[config.mk]
export PLATFORM = sky130hd
export DESIGN_NAME = alarm_match_irq
export DESIGN_NICKNAME = d
export VERILOG_FILES = /design/src/rtl/alarm_pkg.sv /design/src/rtl/alarm_regs.sv /design/src/rtl/alarm_cmp.sv /design/src/rtl/alarm_flag.sv /design/src/rtl/alarm_match_irq.sv
export SDC_FILE = /design/constraint.sdc
export NUM_CORES = 1
export LEC_CHECK = 0
export BUFFER_PORTS_ARGS = -buffer_cell sky130_fd_sc_hd__buf_2
export CAP_MARGIN = 20
export CORE_MARGIN = 2
export CORE_UTILIZATION = 58
export DETAILED_ROUTE_END_ITERATION = 6
export GPL_ROUTABILITY_DRIVEN = 0
export GPL_TIMING_DRIVEN = 0
export HOLD_SLACK_MARGIN = 0.1
export PLACE_DENSITY = 0.82
export SETUP_SLACK_MARGIN = 0.02
export SYNTH_ARGS = -nofsm -noshare
export SYNTH_HDL_FRONTEND = slang
export SYNTH_HIERARCHICAL = 1
export SYNTH_SLANG_ARGS = --single-unit
export TNS_END_PERCENT = 50
[constraint.sdc]
create_clock -name clk -period 2.6 [get_ports clk]
set_input_delay 0.13 -clock clk [delete_from_list [all_inputs] [get_ports clk]]
set_output_delay 0.13 -clock clk [all_outputs]
set_load 0.1 [all_outputs]
[src/rtl/alarm_pkg.sv]
// Shared constants for the dual alarm unit: register addresses and
// default field widths. Assumes a 3-bit register address space.
package alarm_pkg;
    localparam int MIN_W_DEF  = 7;
    localparam int HOUR_W_DEF = 6;
    localparam int WDAY_W_DEF = 3;
    localparam int DAYS_DEF   = 7;
    localparam int DATA_W_DEF = 8;
    localparam int ADDR_W_DEF = 3;

    typedef enum logic [2:0] {
        A_WK_MIN  = 3'd0,
        A_WK_HOUR = 3'd1,
        A_WK_MASK = 3'd2,
        A_DY_MIN  = 3'd3,
        A_DY_HOUR = 3'd4,
        A_ENABLE  = 3'd5,
        A_FLAGCLR = 3'd6
    } alarm_addr_e;
endpackage

[src/rtl/alarm_regs.sv]
// Alarm register bank: holds both alarm settings and enables, and
// decodes flag-clear requests. Assumes field widths fit the data bus.
module alarm_regs
    import alarm_pkg::*;
#(
    parameter int MIN_W  = MIN_W_DEF,
    parameter int HOUR_W = HOUR_W_DEF,
    parameter int DAYS   = DAYS_DEF,
    parameter int DATA_W = DATA_W_DEF,
    parameter int ADDR_W = ADDR_W_DEF
) (
    input  logic              clk,
    input  logic              rst_n,
    input  logic              wr_en,
    input  logic [ADDR_W-1:0] wr_addr,
    input  logic [DATA_W-1:0] wr_data,
    output logic [MIN_W-1:0]  wk_min,
    output logic [HOUR_W-1:0] wk_hour,
    output logic [DAYS-1:0]   wk_mask,
    output logic [MIN_W-1:0]  dy_min,
    output logic [HOUR_W-1:0] dy_hour,
    output logic              wk_en,
    output logic              dy_en,
    output logic              wk_clr,
    output logic              dy_clr
);
    logic clr_sel;

    // Register writes, decoded by address.
    always_ff @(posedge clk) begin
        if (!rst_n) begin
            wk_min  <= '0;
            wk_hour <= '0;
            wk_mask <= '0;
            dy_min  <= '0;
            dy_hour <= '0;
            wk_en   <= 1'b0;
            dy_en   <= 1'b0;
        end else if (wr_en) begin
            case (wr_addr)
                A_WK_MIN:  wk_min  <= wr_data[MIN_W-1:0];
                A_WK_HOUR: wk_hour <= wr_data[HOUR_W-1:0];
                A_WK_MASK: wk_mask <= wr_data[DAYS-1:0];
                A_DY_MIN:  dy_min  <= wr_data[MIN_W-1:0];
                A_DY_HOUR: dy_hour <= wr_data[HOUR_W-1:0];
                A_ENABLE: begin
                    wk_en <= wr_data[0];
                    dy_en <= wr_data[1];
                end
                default: ;
            endcase
        end
    end

    // Flag clear strobes: a 0 written to a flag bit clears it.
    always_comb begin
        clr_sel = wr_en && (wr_addr == A_FLAGCLR);
        wk_clr  = clr_sel && !wr_data[0];
        dy_clr  = clr_sel && !wr_data[1];
    end
endmodule

[src/rtl/alarm_cmp.sv]
// Alarm time comparator. Matches minute and hour on a minute tick; the
// HAS_DAY variant also requires the weekday's bit in the day mask.
// Assumes weekday values at or above DAYS never match.
module alarm_cmp #(
    parameter int  MIN_W   = 7,
    parameter int  HOUR_W  = 6,
    parameter int  WDAY_W  = 3,
    parameter int  DAYS    = 7,
    parameter bit  HAS_DAY = 1'b1
) (
    input  logic              tick,
    input  logic [MIN_W-1:0]  cur_min,
    input  logic [HOUR_W-1:0] cur_hour,
    input  logic [WDAY_W-1:0] cur_wday,
    input  logic [MIN_W-1:0]  set_min,
    input  logic [HOUR_W-1:0] set_hour,
    input  logic [DAYS-1:0]   set_mask,
    output logic              hit
);
    localparam int SPAN = 1 << WDAY_W;

    logic day_ok;
    logic time_ok;

    generate
        if (HAS_DAY) begin : g_day
            logic [SPAN-1:0] mask_ext;
            // Widen the mask so out-of-range weekdays select a zero.
            always_comb begin
                mask_ext = '0;
                mask_ext[DAYS-1:0] = set_mask;
                day_ok = mask_ext[cur_wday];
            end
        end else begin : g_noday
            logic unused_day;
            // Daily variant: weekday and mask take no part.
            always_comb begin
                unused_day = ^{cur_wday, set_mask};
                day_ok = 1'b1;
            end
        end
    endgenerate

    // Time equality, including the AM/PM bit held in the hour field.
    always_comb begin
        time_ok = (cur_min == set_min) && (cur_hour == set_hour);
        hit     = tick && time_ok && day_ok;
    end
endmodule

[src/rtl/alarm_flag.sv]
// Sticky alarm flag. Sets on an enabled hit, clears on request; a set
// in the same cycle as a clear wins. Assumes single-cycle strobes.
module alarm_flag (
    input  logic clk,
    input  logic rst_n,
    input  logic hit,
    input  logic en,
    input  logic clr,
    output logic flag
);
    // Flag update with set taking precedence over clear.
    always_ff @(posedge clk) begin
        if (!rst_n)
            flag <= 1'b0;
        else if (hit && en)
            flag <= 1'b1;
        else if (clr)
            flag <= 1'b0;
    end
endmodule

[src/rtl/alarm_match_irq.sv]
// Dual alarm match interrupt unit: weekly and daily alarms compared on
// each minute tick, sticky flags, and a shared active-low interrupt
// merged with an external periodic request. Assumes BCD time inputs
// from a separate counter block and min_tick one cycle wide.
module alarm_match_irq
    import alarm_pkg::*;
#(
    parameter int MIN_W  = MIN_W_DEF,
    parameter int HOUR_W = HOUR_W_DEF,
    parameter int WDAY_W = WDAY_W_DEF,
    parameter int DAYS   = DAYS_DEF,
    parameter int DATA_W = DATA_W_DEF,
    parameter int ADDR_W = ADDR_W_DEF
) (
    input  logic              clk,
    input  logic              rst_n,
    input  logic              cfg_wr_en,
    input  logic [ADDR_W-1:0] cfg_wr_addr,
    input  logic [DATA_W-1:0] cfg_wr_data,
    input  logic              min_tick,
    input  logic [MIN_W-1:0]  tm_min,
    input  logic [HOUR_W-1:0] tm_hour,
    input  logic [WDAY_W-1:0] tm_wday,
    input  logic              per_irq_n,
    output logic              wk_flag,
    output logic              dy_flag,
    output logic              irq_n
);
    localparam int NALARM = 2;

    logic [MIN_W-1:0]  wk_min, dy_min;
    logic [HOUR_W-1:0] wk_hour, dy_hour;
    logic [DAYS-1:0]   wk_mask;
    logic              wk_en, dy_en, wk_clr, dy_clr;

    logic [NALARM-1:0] hit_v, en_v, clr_v, flag_v;

    alarm_regs #(
        .MIN_W(MIN_W), .HOUR_W(HOUR_W), .DAYS(DAYS),
        .DATA_W(DATA_W), .ADDR_W(ADDR_W)
    ) u_regs (
        .clk(clk), .rst_n(rst_n),
        .wr_en(cfg_wr_en), .wr_addr(cfg_wr_addr), .wr_data(cfg_wr_data),
        .wk_min(wk_min), .wk_hour(wk_hour), .wk_mask(wk_mask),
        .dy_min(dy_min), .dy_hour(dy_hour),
        .wk_en(wk_en), .dy_en(dy_en),
        .wk_clr(wk_clr), .dy_clr(dy_clr)
    );

    alarm_cmp #(
        .MIN_W(MIN_W), .HOUR_W(HOUR_W), .WDAY_W(WDAY_W), .DAYS(DAYS),
        .HAS_DAY(1'b1)
    ) u_cmp_wk (
        .tick(min_tick), .cur_min(tm_min), .cur_hour(tm_hour),
        .cur_wday(tm_wday), .set_min(wk_min), .set_hour(wk_hour),
        .set_mask(wk_mask), .hit(hit_v[0])
    );

    alarm_cmp #(
        .MIN_W(MIN_W), .HOUR_W(HOUR_W), .WDAY_W(WDAY_W), .DAYS(DAYS),
        .HAS_DAY(1'b0)
    ) u_cmp_dy (
        .tick(min_tick), .cur_min(tm_min), .cur_hour(tm_hour),
        .cur_wday(tm_wday), .set_min(dy_min), .set_hour(dy_hour),
        .set_mask(wk_mask), .hit(hit_v[1])
    );

    // Gather per-alarm controls into vectors for the flag array.
    always_comb begin
        en_v  = {dy_en, wk_en};
        clr_v = {dy_clr, wk_clr};
    end

    generate
        for (genvar i = 0; i < NALARM; i++) begin : g_flag
            alarm_flag u_flag (
                .clk(clk), .rst_n(rst_n),
                .hit(hit_v[i]), .en(en_v[i]), .clr(clr_v[i]),
                .flag(flag_v[i])
            );
        end
    endgenerate

    // Output merge: enabled flags and the periodic request share irq_n.
    always_comb begin
        wk_flag = flag_v[0];
        dy_flag = flag_v[1];
        irq_n   = !(|(flag_v & en_v)) && per_irq_n;
    end
endmodule

== Word level (Yosys, flattened, before mapping) ==
Index checks and enable logic that the tools add are counted.
Operators by class
  magnitude comparators: 1
  eq/ne operators: 10
  multiplexer cells: 6
  bitwise operators: 1
  reductions and logical operators: 24
Operators by type and width (count)
  7-bit == test: 2
  6-bit == test: 2
  2-bit AND reduction: 6
  1-bit logical AND: 11
  3-bit == test, second input constant: 3
  3-bit by 2-bit == test with 1-bit output, second input constant: 2
  1-bit 2-to-1 mux: 5
  3-bit by 4-bit less-than comparator with 1-bit output, second input constant: 1
  2-bit nonzero test: 2
  1-bit binary-select mux with 3-bit select: 1
  3-bit by 1-bit == test with 1-bit output, second input constant: 1
  1-bit logical NOT: 3
  3-bit logical NOT: 1
  2-bit bitwise AND: 1
  2-bit OR reduction: 1
Storage, ports and cells
  bits in registers: 37
  output and inout bits: 3
  word-level logic and storage cells: 51

== Logic depth before layout (Yosys ltp) ==
  depth after elaboration: 6
  depth in mapped cells: 6

== Hierarchy ==
The synthesis kept the hierarchy.
Modules (own cells, without submodules)
  alarm_regs: instances 1, cells each 131, area each 1337.5 sq um
  alarm_cmp at u_cmp_wk: instances 1, cells each 25, area each 221.5 sq um
  alarm_cmp at u_cmp_dy: instances 1, cells each 18, area each 148.9 sq um
  alarm_flag: instances 2, cells each 4, area each 41.3 sq um
  alarm_match_irq: instances 1, cells each 2, area each 18.8 sq um

== Worst setup path after synthesis ==
Ideal clock, no wire load.
  kind: register to output
  start point: reg g_flag[0].u_flag.flag
  end point: out irq_n
  arrival time: 2148 ps
  data required time: 2470 ps
  setup slack: 322 ps
  stages on the path, launching flop included: 2
  path buffers: 0
  cell sequence: dfxtp_1 -> a221oi_2
Between the ends
  word-level cells in the longest chain between the ends: 4
RTL lines
  from (decl): RTL line alarm_flag.sv:9  | output logic flag
  from (signal assigned): RTL line alarm_flag.sv:14  | flag <= 1'b0;
  from (signal assigned): RTL line alarm_flag.sv:16  | flag <= 1'b1;
  from (signal assigned): RTL line alarm_flag.sv:18  | flag <= 1'b0;
  2-bit bitwise AND: RTL line alarm_match_irq.sv:88  | irq_n = !(|(flag_v & en_v)) && per_irq_n;
  2-bit OR reduction: RTL line alarm_match_irq.sv:88
  1-bit logical NOT: RTL line alarm_match_irq.sv:88
  1-bit logical AND: RTL line alarm_match_irq.sv:88
  to (decl): RTL line alarm_match_irq.sv:27  | output logic irq_n
Every way passes these cells.

== Worst setup path in the final report ==
  start point: reg u_regs.wk_min[0]
  end point: reg g_flag[0].u_flag.flag
Between the ends
  word-level cells in the longest chain between the ends: 6
RTL lines
  from (decl): RTL line alarm_regs.sv:17  | output logic [MIN_W-1:0] wk_min,
  from (signal assigned): RTL line alarm_regs.sv:41  | A_WK_MIN: wk_min <= wr_data[MIN_W-1:0];
  7-bit == test (*): RTL line alarm_cmp.sv:46  | time_ok = (cur_min == set_min) && (cur_hour == set_hour);
  1-bit logical AND (*): RTL line alarm_cmp.sv:46
  1-bit logical AND (*) (2 in series): RTL line alarm_cmp.sv:47  | hit = tick && time_ok && day_ok;
  net hit_v[0]: RTL line alarm_match_irq.sv:36  | logic [NALARM-1:0] hit_v, en_v, clr_v, flag_v;
  1-bit logical AND (*): RTL line alarm_flag.sv:15  | else if (hit && en)
  1-bit 2-to-1 mux or 2-bit nonzero test (tied branches)
Mark *: on every way through the listed nets, which the timed path passes. The rest lies on a longest branch.
A chain may end at the register's enable or synchronous reset.

==> run metrics <==
outcome=finished, final reports clean; first-pass GRT wire length=between 6000 and 7000 microns; Cell variety after synth=25; Starting Density=0.6025; busiest grt layer=met2; Synth Warn #=6; Worst R2R Setup Slack=0.95 ns; Avg Cell Area, Syn=9.833 sq um; IO Count=35; Final #Nets=257; num rows=20; crit-path max FO=2; synthesis-to-layout area growth=14.66%; met2 Use GR=0.4301; critical path endpoint category=register; Max-slew headroom=0.6646; cell count after placement=250; fmax=around 600 MHz; layout cells sized above 1=0.2257; Final Hold Vio Count=0; # DRC=0; GR Overflow Total=0; Slew @ Worst Pin=between 0.5 and 0.6 ns; Register Area=~740 sq um; vias in the first global route=around 1500; crit path DAT=~1.9 ns; reg2reg end=g_flag[0].u_flag/flag; Hold Path Depth=4; worst min-delay path startpoint=tm_wday[0]; Hold WC Path Type=in2reg; M3 GR Usage=0.06061; Most used DFF post-synth=dfxtp_1; Setup Crit Path Kind=reg2reg; cts hold-fix bufs=1; largest net degree at the start of global routing=11; DRT Wirelength=a little under 4000 microns; clk_skew=approximately 0.0068 ns; post-DR wirelength/cell=approximately 15 microns; Max Slew Vio Count=0; Total Routing Usage GR=0.2438; post_cts resized=0; post-CTS setup buffers=0; post-route minimum period=between 1.5 and 2 ns; top cell type by total area after synthesis=dfxtp_1; root buf cell=clkbuf_4; CTS buffer count=5; # diodes=0; Final Cycle Share=0.6336; top-area cell type share of the netlist area=0.4094; RSZ-0062 raised after global routing=false; power density over the cells=between 400 and 500 nW/um^2; Final Instance Count excl. Fillers=approximately 260; Num Clock Sinks=37; Avg Vias per Cell=5.664; crit start category=register; top-count cell post-synth=nand2_1; Yosys reg bits=37; Worst VDD drop=about 0.00028 V; FFs w/ async S/R, synth=0; Post-synth EDFFs=0; CTS tree=done; die width=59.85 microns; Initial DRT Pass Iterations=4; Post-synth top cells=46 x nand2_1, 37 x dfxtp_1, 35 x mux2i_1; cell area after synthesis=between 1500 and 2000 sq um; Gate Count Post-Synth=between 150 and 200; area occupied by multi-input gates=roughly 1000 sq um; max-cap viol count=0; initial antenna violation count=0; initial DRC count=57; fillcell total=240; clk_lat worst skew=approximately 0.34 ns; P_leak=just under 0.001 uW; post-route antenna net violation count=0; top post-synthesis cells by area=dfxtp_1 41%, mux2i_1 19%, nand2_1 9.5%; CTS clk-pin slew, worst paths=0.10 ns; Final HPWL DP=slightly above 3000 microns; Worst Path Required=a little under 3 ns; number of buffers added on ports=33; Die ar.=~3600 sq um; Die Y=around 60 microns; Hold Path Sink=g_flag[0].u_flag/flag; sequential share of the synthesized area=0.4094; routing usage on met1=0.2719; sum of negative setup slack=0 ns; Reg2Reg Depth=6; core area=3003 sq um; syn_nets=between 200 and 250; H-tree depth=2; DR vias=between 1000 and 1500; CTS max path bufs=2; Critical R2R Launch=u_regs/wk_min[0]; final setup vio count=0
## placed cells by master (no fill, tap or decap), types with 2 or more instances in the layout
cell type	n
a21boi_2	2
buf_2	36
clkbuf_1	9
clkbuf_4	5
dfxtp_1	37
mux2i_1	35
nand2_1	46
nand2b_1	3
nand4_1	4
nand4b_1	2
nand4bb_1	3
nor2_1	3
nor4_2	3
xnor2_1	14
xor2_1	12
## worst max-delay path, cell delays in order, from the launching register on
cell and delay (ns):
dfxtp_1 0.33, xor2_1 0.17, nor4_2 0.32, nand4_1 0.18, a2111oi_2 0.35, nand2_1 0.12
a21boi_2 0.13
## layout make-up
type,instances,share of cell area
well taps,33,0.01990
inverters,1,0.001809
multi-input cells,136,0.4897
flip-flops and latches,37,0.3571
repair buffers,34,0.08444
plain buffers,10,0.02352
clock buffers,8,0.02352
## per-layer routing
metal | up-vias | part of all wire
met3 | 12 | 0.048
met5 | - | 0
met1 | 702 | 0.42
li1 | 711 | -
met2 | 42 | 0.50
met4 | 0 | 0.028
## state kept, by name, summed over array words and instances, names as in the netlist
name                cells
u_regs/wk_mask          7
g_flag.u_flag/flag      2
u_regs/dy_en            1
u_regs/wk_min           7
u_regs/dy_min           7
u_regs/dy_hour          6
u_regs/wk_en            1
u_regs/wk_hour          6
## kinds of logic (layout without fill, tap and decap cells)
| group | count (synthesis) | after routing | share of synthesized area |
|---|---|---|---|
| AO/OA/AOI/OAI | 6 | 6 | 0.03665 |
| flip-flops | 37 | 37 | 0.4094 |
| XOR/XNOR | 26 | 26 | 0.1259 |
| multiplexers | 36 | 36 | 0.2061 |
| buffers and inverters | 11 | 53 | 0.02904 |
| AND/OR/NAND/NOR | 68 | 68 | 0.1929 |
## power breakdown
| group | leakage (uW) | switching [uW] | internal (uW) |
|---|---|---|---|
| Sequential | 0.000299 | 7.78 | 578 |
| Clock | 0.0000265 | 176 | 108 |
| Combinational | 0.000642 | 75.4 | 57.8 |
## stage by stage
stage | utilization | power (uW) | setup WS (ns) | instance area [sq um] | hold WS, ns
2_1_floorplan | - | 675.5 | 0.3222 | 1809 | 0.2797
3_3_place_gp | 0.6713 | 725.0 | 1.017 | 2016 | 0.3888
3_5_place_dp | 0.6713 | 730.8 | 1.003 | 2016 | 0.3941
4_1_cts | 0.6908 | 1016 | 0.9642 | 2074 | 0.1132
5_1_grt | 0.6908 | 1049 | 0.8399 | 2074 | 0.1267
6_report | 0.6908 | 1003 | 0.9525 | 2074 | 0.1257
## worst max-delay path by stage
stage	slack [ns]	from	depth (start not counted)	endpoint
floorplan	0.32	g_flag[0].u_flag/flag	1	irq_n
global placement	1.02	u_regs/wk_min[0]	6	g_flag[0].u_flag/flag
detailed placement	1.00	u_regs/wk_min[0]	6	g_flag[0].u_flag/flag
CTS	0.96	u_regs/wk_min[0]	6	g_flag[0].u_flag/flag
global route	0.84	u_regs/wk_min[0]	6	g_flag[0].u_flag/flag
finish	0.95	u_regs/wk_min[0]	6	g_flag[0].u_flag/flag
(Power assumes the default switching activity.)
